**config.mk**
```make
export PLATFORM = sky130hd
export DESIGN_NAME = spi_status_resp
export DESIGN_NICKNAME = d
export VERILOG_FILES = /design/src/rtl/spi_stat_pkg.sv /design/src/rtl/spi_stat_sync.sv /design/src/rtl/spi_stat_summary.sv /design/src/rtl/spi_stat_core.sv /design/src/rtl/spi_status_resp.sv
export SDC_FILE = /design/constraint.sdc
export NUM_CORES = 1
export LEC_CHECK = 0
export BUFFER_PORTS_ARGS = -buffer_cell sky130_fd_sc_hd__buf_2
export CORE_UTILIZATION = 35
export DETAILED_ROUTE_END_ITERATION = 16
export PLACE_DENSITY_LB_ADDON = 0.08
export SYNTH_ARGS = -nofsm -noshare
export SYNTH_HDL_FRONTEND = slang
export SYNTH_SLANG_ARGS = --single-unit
```
**constraint.sdc**
```tcl
create_clock -name clk -period 1.3 [get_ports clk]
set_input_delay 0.065 -clock clk [delete_from_list [all_inputs] [get_ports clk]]
set_output_delay 0.065 -clock clk [all_outputs]
set_load 0.1 [all_outputs]
```
**src/rtl/spi_stat_pkg.sv**
```systemverilog
package spi_stat_pkg;
  localparam int unsigned BYTE_W = 8;
  localparam int unsigned CNT_W  = $clog2(BYTE_W);
  localparam logic [BYTE_W-1:0] OPC_READ_DEF  = 8'h05;
  localparam logic [BYTE_W-1:0] OPC_WRITE_DEF = 8'h01;

  typedef enum logic [1:0] {
    PH_OPCODE = 2'd0,
    PH_STREAM = 2'd1,
    PH_WDATA  = 2'd2,
    PH_SKIP   = 2'd3
  } phase_t;
endpackage

```
**src/rtl/spi_stat_sync.sv**
```systemverilog
module spi_stat_sync #(
  parameter int unsigned W      = 3,
  parameter int unsigned STAGES = 2,
  parameter logic [W-1:0] RST_VAL = '0
) (
  input  logic         clk,
  input  logic         rst,
  input  logic [W-1:0] din,
  output logic [W-1:0] dout
);
  logic [W-1:0] pipe [STAGES];

  genvar g;
  generate
    for (g = 0; g < STAGES; g++) begin : g_stage
      if (g == 0) begin : g_first
        always_ff @(posedge clk) begin
          if (rst) pipe[0] <= RST_VAL;
          else     pipe[0] <= din;
        end
      end else begin : g_next
        always_ff @(posedge clk) begin
          if (rst) pipe[g] <= RST_VAL;
          else     pipe[g] <= pipe[g-1];
        end
      end
    end
  endgenerate

  assign dout = pipe[STAGES-1];
endmodule

```
**src/rtl/spi_stat_summary.sv**
```systemverilog
module spi_stat_summary #(
  parameter int unsigned N = 8
) (
  input  logic [N-1:0] flags,
  output logic [1:0]   summary
);
  logic all_set;
  logic any_set;

  assign all_set = &flags;
  assign any_set = |flags;

  always_comb begin
    if (all_set)      summary = 2'b11;
    else if (any_set) summary = 2'b01;
    else              summary = 2'b00;
  end
endmodule

```
**src/rtl/spi_stat_core.sv**
```systemverilog
module spi_stat_core
  import spi_stat_pkg::*;
#(
  parameter logic [BYTE_W-1:0] OPC_READ  = OPC_READ_DEF,
  parameter logic [BYTE_W-1:0] OPC_WRITE = OPC_WRITE_DEF
) (
  input  logic              clk,
  input  logic              rst,
  input  logic              sck,
  input  logic              cs_n,
  input  logic              mosi,
  input  logic [BYTE_W-1:0] stat_live,
  input  logic              wel,
  output logic              miso,
  output logic              miso_oe,
  output logic              lock,
  output logic              wel_clr
);
  phase_t            phase;
  logic              sck_q;
  logic [CNT_W-1:0]  bcnt;
  logic [BYTE_W-1:0] shreg;
  logic [BYTE_W-1:0] snap;
  logic              wr_full;
  logic              wr_bit;
  logic              sck_rise;
  logic              sck_fall;
  logic [BYTE_W-1:0] next_byte;
  logic              last_bit;

  assign sck_rise  = sck & ~sck_q;
  assign sck_fall  = ~sck & sck_q;
  assign next_byte = {shreg[BYTE_W-2:0], mosi};
  assign last_bit  = (bcnt == CNT_W'(BYTE_W-1));

  always_ff @(posedge clk) begin
    if (rst) begin
      phase   <= PH_OPCODE;
      sck_q   <= 1'b0;
      bcnt    <= '0;
      shreg   <= '0;
      snap    <= '0;
      wr_full <= 1'b0;
      wr_bit  <= 1'b0;
      miso    <= 1'b0;
      miso_oe <= 1'b0;
      lock    <= 1'b0;
      wel_clr <= 1'b0;
    end else begin
      sck_q   <= sck;
      wel_clr <= 1'b0;
      if (cs_n) begin
        if (phase == PH_WDATA && wr_full && bcnt == '0 && wel) begin
          lock    <= wr_bit;
          wel_clr <= 1'b1;
        end
        phase   <= PH_OPCODE;
        bcnt    <= '0;
        wr_full <= 1'b0;
        miso_oe <= 1'b0;
      end else begin
        unique case (phase)
          PH_OPCODE: if (sck_rise) begin
            shreg <= next_byte;
            bcnt  <= bcnt + 1'b1;
            if (last_bit) begin
              if (next_byte == OPC_READ)       phase <= PH_STREAM;
              else if (next_byte == OPC_WRITE) phase <= PH_WDATA;
              else                             phase <= PH_SKIP;
            end
          end
          PH_STREAM: if (sck_fall) begin
            if (bcnt == '0) begin
              miso <= stat_live[BYTE_W-1];
              snap <= stat_live;
            end else begin
              miso <= snap[~bcnt];
            end
            miso_oe <= 1'b1;
            bcnt    <= bcnt + 1'b1;
          end
          PH_WDATA: if (sck_rise) begin
            shreg <= next_byte;
            bcnt  <= bcnt + 1'b1;
            if (last_bit) begin
              wr_full <= 1'b1;
              wr_bit  <= next_byte[BYTE_W-1];
            end
          end
          default: ;
        endcase
      end
    end
  end
endmodule

```
**src/rtl/spi_status_resp.sv**
```systemverilog
module spi_status_resp
  import spi_stat_pkg::*;
#(
  parameter int unsigned NUM_SECT    = 8,
  parameter int unsigned SYNC_STAGES = 2
) (
  input  logic                clk,
  input  logic                rst,
  input  logic                spi_sck,
  input  logic                spi_cs_n,
  input  logic                spi_mosi,
  output logic                spi_miso,
  output logic                spi_miso_oe,
  input  logic                busy_i,
  input  logic                wel_i,
  input  logic                wp_n_i,
  input  logic                err_i,
  input  logic [NUM_SECT-1:0] sect_prot_i,
  output logic                lock_o,
  output logic                wel_clr_o
);
  logic [2:0]        pins_s;
  logic [1:0]        sect_sum;
  logic [BYTE_W-1:0] stat_live;

  spi_stat_sync #(.W(3), .STAGES(SYNC_STAGES), .RST_VAL(3'b010)) u_sync (
    .clk  (clk),
    .rst  (rst),
    .din  ({spi_sck, spi_cs_n, spi_mosi}),
    .dout (pins_s)
  );

  spi_stat_summary #(.N(NUM_SECT)) u_sum (
    .flags   (sect_prot_i),
    .summary (sect_sum)
  );

  assign stat_live = {lock_o, 1'b0, err_i, wp_n_i, sect_sum, wel_i, busy_i};

  spi_stat_core u_core (
    .clk       (clk),
    .rst       (rst),
    .sck       (pins_s[2]),
    .cs_n      (pins_s[1]),
    .mosi      (pins_s[0]),
    .stat_live (stat_live),
    .wel       (wel_i),
    .miso      (spi_miso),
    .miso_oe   (spi_miso_oe),
    .lock      (lock_o),
    .wel_clr   (wel_clr_o)
  );
endmodule

```
==> flow_summary.yaml, run 1 <==
timing:
  finalSetupViolCount: 12
  rsz0062_at_grt: "yes"
  slew-limit-headroom: 0.6132
  fin_tns_setup_ps: -976.4
  finalClockSkew_ps: 4.979
  setup_ws_ps: -119.8
  fin_crit_ps: 1420
  hold_violations: 0
  slew_violations: 0
  worst_slew_pin_slew_ps: 580.2
  fmax_ghz: 0.7043
  finalCritPeriodShare: 1.092
global_routing:
  grt_max_degree: 33
  grt_pass1_wl_um: 4657
  grt_pass1_vias: 1062
  grt-ovfl-total: 0
  antenna_found_initial: 0
  grt.total_usage: 0.1529
run:
  drv_cap: 0
critical_path:
  arrival_ps: 1570
  setup.worst_path.start_class: "flop"
  worst-path-max-fanout: 7
  reg2reg_setup_slack_ps: -120
  critPathKind: "reg2reg"
  worstReg2RegEnd: "u_core.snap[2]$_SDFFE_PP0P_"
  reg2reg_from: "u_core.bcnt[0]$_SDFFE_PP0P_"
  r2r_cells: 8
  worst_setup_path_end_kind: "flop"
  cp.required_ps: 1450
clocking:
  clock_latency_ps: 280
  cts_tree: "built"
  cts.root.buffer_cell: "clkbuf_8"
  clockBufferDepth: 2
  path_clk_slew_ps: 70
  numCtsBuffers: 5
  cts_num_sinks: 32
  htree_levels: 2
outcome:
  status: "complete, but fails checks"
  violations: "negative setup slack"
placed_design:
  portBuffers: 20
  place_congestion: 0.7119
  dpl_cell_area_mm2: 0.001594
  dp_hpwl_um: 1846
cells_and_area:
  multi_input_area_um2: 703.2
  area_growth_pct: 39.94
  drive_above_1_share: 0.4277
  fillCellCount: 335
  antennaDiodeCount: 0
  fin_area_mm2: 0.001837
  seq_area_um2: 654.4
  nets: 192
hold_path:
  min_path_type: "in2reg"
  min_to: "u_core.snap[5]$_SDFFE_PP0P_"
  hold_start: "err_i"
  hold_depth: 3
floorplan:
  die_h_um: 63.24
  rows: 21
  io_pins: 21
  dieArea_mm2: 0.003999
  die-width_um: 63.24
  coreArea_mm2: 0.003468
  initial_core_util: 0.3784
yosys:
  synth_nets: 148
  synth_warnings: 0
  synthDistinctLibCells: 28
  ys_ff_latch: 32
  seq_area_frac_synth: 0.4881
  syn_area_per_cell_um2: 10.25
  synthCells: 128
  syn_area_mm2: 0.001313
route:
  finalWirelength_um: 2636
  vias: 1051
  via_per_inst: 4.799
  drtPass1Iterations: 4
  drtIter0Drc: 22
  routedWlPerCell_um: 12.04
  ant_nets: 0
  route.detailed.drc: 0
power:
  max-vdd-ir-drop_mv: 0.6829
  cellPowerDensity_mw_per_mm2: 1099
  leakagePower_nw: 0.7078
==> registers in the layout, indices dropped and copies added, names as in the netlist, 2 cells and up <==
name and count:
u_core.shreg 7, u_core.snap 7, u_sync.pipe 6, u_core.bcnt 3, u_core.phase 2
==> metrics by stage <==
| step | power (mW) | cells | hold WS, ps | util | setup slack [ps] |
|---|---|---|---|---|---|
| detailed placement | 1.094 | 205 | 252.8 | 0.4596 | -104.9 |
| finish | 2.018 | 219 | 18.08 | 0.5296 | -119.8 |
| global placement | 1.091 | 205 | 247.0 | 0.4596 | -106.2 |
| floorplan | 1.050 | 128 | 136.6 | - | 10.85 |
| CTS | 2.040 | 216 | 12.79 | 0.5051 | -105.7 |
| global route | 2.100 | 219 | 45.31 | 0.5296 | -240.9 |
==> critical path: stages (launching register included) <==
cell	delay, ps
dfxtp_4	370
inv_4	60
ha_4	160
nand2b_4	80
nor3b_4	180
buf_6	170
buf_12	110
buf_6	80
a311oi_2	70
==> worst max-delay path by stage <==
stage | startpoint | to | depth (start not counted)
after floorplan | u_core.bcnt[0]$_SDFFE_PP0P_ | u_core.snap[7]$_SDFFE_PP0P_ | 7
after global placement | u_core.bcnt[0]$_SDFFE_PP0P_ | u_core.wr_bit$_SDFFE_PP0P_ | 6
after detailed placement | u_core.bcnt[1]$_SDFFE_PP0P_ | u_core.snap[3]$_SDFFE_PP0P_ | 7
after CTS | u_core.bcnt[0]$_SDFFE_PP0P_ | u_core.wr_bit$_SDFFE_PP0P_ | 6
after global routing | u_core.bcnt[0]$_SDFFE_PP0P_ | u_core.snap[4]$_SDFFE_PP0P_ | 7
final | u_core.bcnt[0]$_SDFFE_PP0P_ | u_core.snap[2]$_SDFFE_PP0P_ | 8
==> power by group <==
| group | internal, mW | switching (mW) | leakage [nW] |
|---|---|---|---|
| Combinational | 0.0444 | 0.0387 | 0.391 |
| Clock | 0.567 | 0.376 | 0.0541 |
| Sequential | 0.986 | 0.00686 | 0.262 |
| Total | 1.60 | 0.421 | 0.708 |
==> logic make-up after synthesis <==
| kind of cell | Yosys count | share of synthesized area |
|---|---|---|
| XOR/XNOR | 1 | 0.006674 |
| flip-flops | 32 | 0.4881 |
| AO/OA/AOI/OAI | 7 | 0.04957 |
| buffers and inverters | 8 | 0.03051 |
| AND/OR/NAND/NOR | 58 | 0.2421 |
| multiplexers | 19 | 0.1544 |
| adder cells (fa/ha/maj) | 3 | 0.02860 |
==> layout by cell type (no fill, tap or decap), types with 2 or more instances in the layout <==
| cell type | count |
|---|---|
| dfxtp_1 | 25 |
| dfxtp_4 | 2 |
| nor2_1 | 20 |
| clkbuf_8 | 5 |
| nand3b_1 | 3 |
| nor2b_1 | 6 |
| nand3_1 | 3 |
| nor3_1 | 7 |
| mux2i_2 | 2 |
| or2_2 | 2 |
| buf_2 | 20 |
| dfxtp_2 | 5 |
| buf_4 | 17 |
| dlygate4sd3_1 | 3 |
| o21a_1 | 2 |
| mux2i_1 | 16 |
| nand4_1 | 2 |
| a21oi_1 | 2 |
| buf_6 | 2 |
| nor4_1 | 4 |
==> cell type report <==
cell class                      instances  share of cell area
Multi-Input combinational cell         88              0.3828
Clock inverter                          3             0.02316
Timing Repair Buffer                   43              0.1635
Inverter                                2            0.005450
Sequential cell                        32              0.3563
Clock buffer                            5             0.03747
Tap cell                               46             0.03134
==> repair_timing <==
action | 4_1_cts | 5_1_grt
gates resized for setup | 5 | 16
endpoints found under the setup margin | 23 | 23
pin swaps | 0 | 4
hold buffers | 3 | 0
hold endpoints to repair | 3 | 0
setup buffers | 0 | 3
gates cloned | 0 | 0
==> routing by layer <==
layer / global-route usage / share of wire / up-vias
met5: 0 / 0 / -
met4: 0.07670 / 0.016 / 0
met3: 0.04348 / 0.045 / 5
met2: 0.2500 / 0.45 / 24
met1: 0.1819 / 0.49 / 483
li1: - / - / 539
==> cells in the mapped netlist (all sizes together) <==
| cell | n | area, um^2 |
|---|---|---|
| a21oi | 2 | 10.01 |
| o41ai | 1 | 16.27 |
| nand4 | 2 | 12.51 |
| nor3 | 9 | 45.04 |
| dfxtp | 32 | 640.6 |
| nor3b | 3 | 27.52 |
| mux2i | 18 | 180.2 |
| nand3b | 3 | 22.52 |
| or2b | 1 | 7.510 |
| inv | 2 | 7.510 |
| mux4 | 1 | 22.52 |
| a311oi | 1 | 15.01 |
| nor2 | 21 | 81.33 |
| clkbuf | 3 | 11.26 |
| nor4 | 4 | 25.02 |
| nand2b | 2 | 12.51 |
| ha | 3 | 37.54 |
| buf | 3 | 21.27 |
| nor2b | 7 | 43.79 |
| and4bb | 1 | 12.51 |
| or2 | 2 | 12.51 |
| nand3 | 3 | 15.01 |
| o21a | 2 | 15.01 |
| xnor2 | 1 | 8.760 |
| a2111oi | 1 | 8.760 |
No activity file was read; power rests on OpenSTA's default activity.
==> run 2: changes to the inputs <==
==> constraint.sdc (replaced) <==
create_clock -name clk -period 1.3 [get_ports clk]
set_input_delay 0.26 -clock clk [delete_from_list [all_inputs] [get_ports clk]]
set_output_delay 0.26 -clock clk [all_outputs]
set_load 0.1 [all_outputs]
==> run 2 against run 1 <==
The run still ends with negative setup slack left. Core utilization is 0.61 points lower. Routed wire length is 1.7% lower. Clock skew is 0.53 ps lower. Flip-flop and latch count unchanged. Final area is 1.2% lower. Register-to-register slack gained 20 ps. First-iteration DRC count decreased by 4.5%. Worst setup slack gained 25 ps. Final cell count is 1.4% lower. Critical endpoint is now u_core.snap[4]$_SDFFE_PP0P_.
==> flow_summary.yaml, run 2 (same netlist as run 1, synthesis figures left out) <==
timing:
  finalClockSkew_ps: 4.444
  finalSetupViolCount: 10
  finalCritPeriodShare: 1.073
  setup_ws_ps: -94.91
  slew-limit-headroom: 0.6774
  slew_violations: 0
  fin_crit_ps: 1395
  hold_violations: 0
  rsz0062_at_grt: "yes"
  worst_slew_pin_slew_ps: 487.3
  fin_tns_setup_ps: -662.2
  fmax_ghz: 0.7169
cells_and_area:
  mostFrequentLayoutCells: "dfxtp_1 (27), nor2_1 (20), mux2i_1 (18), buf_4 (18), buf_2 (17)"
  fin_area_mm2: 0.001815
  nets: 189
  reg.largest.list: "u_core.shreg: 7 flops, u_core.snap: 7 flops, u_sync.pipe: 6 flops"
  utilization: 0.5234
  drive_above_1_share: 0.4118
  antennaDiodeCount: 0
  area_growth_pct: 38.32
  final_common_cell: "dfxtp_1"
placed_design:
  place_congestion: 0.7375
  dp_hpwl_um: 1968
  dpl_cell_area_mm2: 0.001647
  portBuffers: 20
clocking:
  htree_levels: 2
  cts_num_sinks: 32
  numCtsBuffers: 5
  path_clk_slew_ps: 70
  clockBufferDepth: 2
  cts_tree: "built"
  cts.root.buffer_cell: "clkbuf_8"
  clock_latency_ps: 280
  holdBufCountCts: 0
floorplan:
  dieArea_mm2: 0.003999
  coreArea_mm2: 0.003468
  die-width_um: 63.24
  rows: 21
  die_h_um: 63.24
  initial_core_util: 0.3784
  io_pins: 21
route:
  ant_nets: 0
  finalWirelength_um: 2592
  routedWlPerCell_um: 12.00
  via_per_inst: 4.727
  vias: 1021
  drtIter0Drc: 21
  route.detailed.drc: 0
  drtPass1Iterations: 4
global_routing:
  grt-ovfl-total: 0
  grt_max_degree: 21
  antenna_found_initial: 0
  grt.total_usage: 0.1589
  grt_pass1_vias: 1146
  grt_pass1_wl_um: 4871
critical_path:
  r2r_cells: 7
  critPathKind: "reg2reg"
  arrival_ps: 1550
  cp.required_ps: 1460
  worst_setup_path_end_kind: "flop"
  setup.worst_path.start_class: "flop"
  reg2reg_from: "u_core.bcnt[0]$_SDFFE_PP0P_"
  worstReg2RegEnd: "u_core.snap[4]$_SDFFE_PP0P_"
  worst-path-max-fanout: 4
  reg2reg_setup_slack_ps: -90
run:
  drv_cap: 0
outcome:
  status: "complete, but fails checks"
  violations: "negative setup slack"
power:
  total_power_mw: 1.988
  cellPowerDensity_mw_per_mm2: 1095
  leakagePower_nw: 0.6957
  max-vdd-ir-drop_mv: 0.6899
hold_path:
  hold_depth: 2
  hold_start: "spi_cs_n"
  min_path_type: "in2reg"
  min_to: "u_sync.pipe[0][1]$_SDFF_PP1_"
## run 2: changes by cell type in the layout (fill, tap and decap cells not counted), sizes merged
cell / before / now
clkbuf: 5 / 6
dlygate4sd3: 3 / 0
clkinvlp: 1 / 0
## run 2: where the power goes
part / internal [mW] / switching (mW)
logic: 0.0408 / 0.0374
registers: 0.989 / 0.00754
clock network: 0.568 / 0.346
## run 2: worst max-delay path by stage
stage                                start                           to  slack [ps]
2_1_floorplan  u_core.bcnt[0]$_SDFFE_PP0P_  u_core.snap[7]$_SDFFE_PP0P_          10
5_1_grt        u_core.bcnt[0]$_SDFFE_PP0P_   u_core.wr_bit$_SDFFE_PP0P_        -220
4_1_cts        u_core.bcnt[0]$_SDFFE_PP0P_  u_core.snap[4]$_SDFFE_PP0P_         -90
6_report       u_core.bcnt[0]$_SDFFE_PP0P_  u_core.snap[4]$_SDFFE_PP0P_         -90
3_5_place_dp   u_core.bcnt[1]$_SDFFE_PP0P_     u_core.miso$_SDFFE_PP0P_         -90
3_3_place_gp   u_core.bcnt[1]$_SDFFE_PP0P_     u_core.miso$_SDFFE_PP0P_         -90
## run 2: final cells by class
type / count / area (um^2)
clock buffers: 6 / 72.57
flip-flops and latches: 32 / 649.4
repair buffers: 40 / 302.8
fillers: 329 / 1653
multi-input cells: 88 / 690.7
inverters: 2 / 7.507
clock inverters: 2 / 35.03
well taps: 46 / 57.56
## run 2: per-stage QoR
step,hold slack [ps],worst slack [ps],std cells
after global placement,391.6,-90.36,206
after detailed placement,394.0,-89.82,206
final,164.4,-94.91,216
after floorplan,331.6,10.85,128
after global routing,151.3,-222.3,216
after CTS,155.8,-87.82,216
## run 2: routing by layer
metal  vias up  track usage  wire length (um)
li1        530            -                 -
met1       468       0.1860              1230
met2        19       0.2688              1245
met3         4      0.03986                82
met4         0      0.07670                33
met5         -            0                 0
## run 2: timing repair
item / in CTS / in global routing
gates resized for setup: 7 / 7
pin swaps: 5 / 1
endpoints found under the hold margin: 0 / 0
setup buffers: 2 / 0
endpoints found under the setup margin: 20 / 20
## run 2: critical path, stage by stage (launching register included)
cell and delay [ps]:
dfxtp_2 340, inv_2 80, ha_4 170, nand2b_4 70, nor3b_2 190, buf_4 180, mux2i_1 200, nor2_1 50
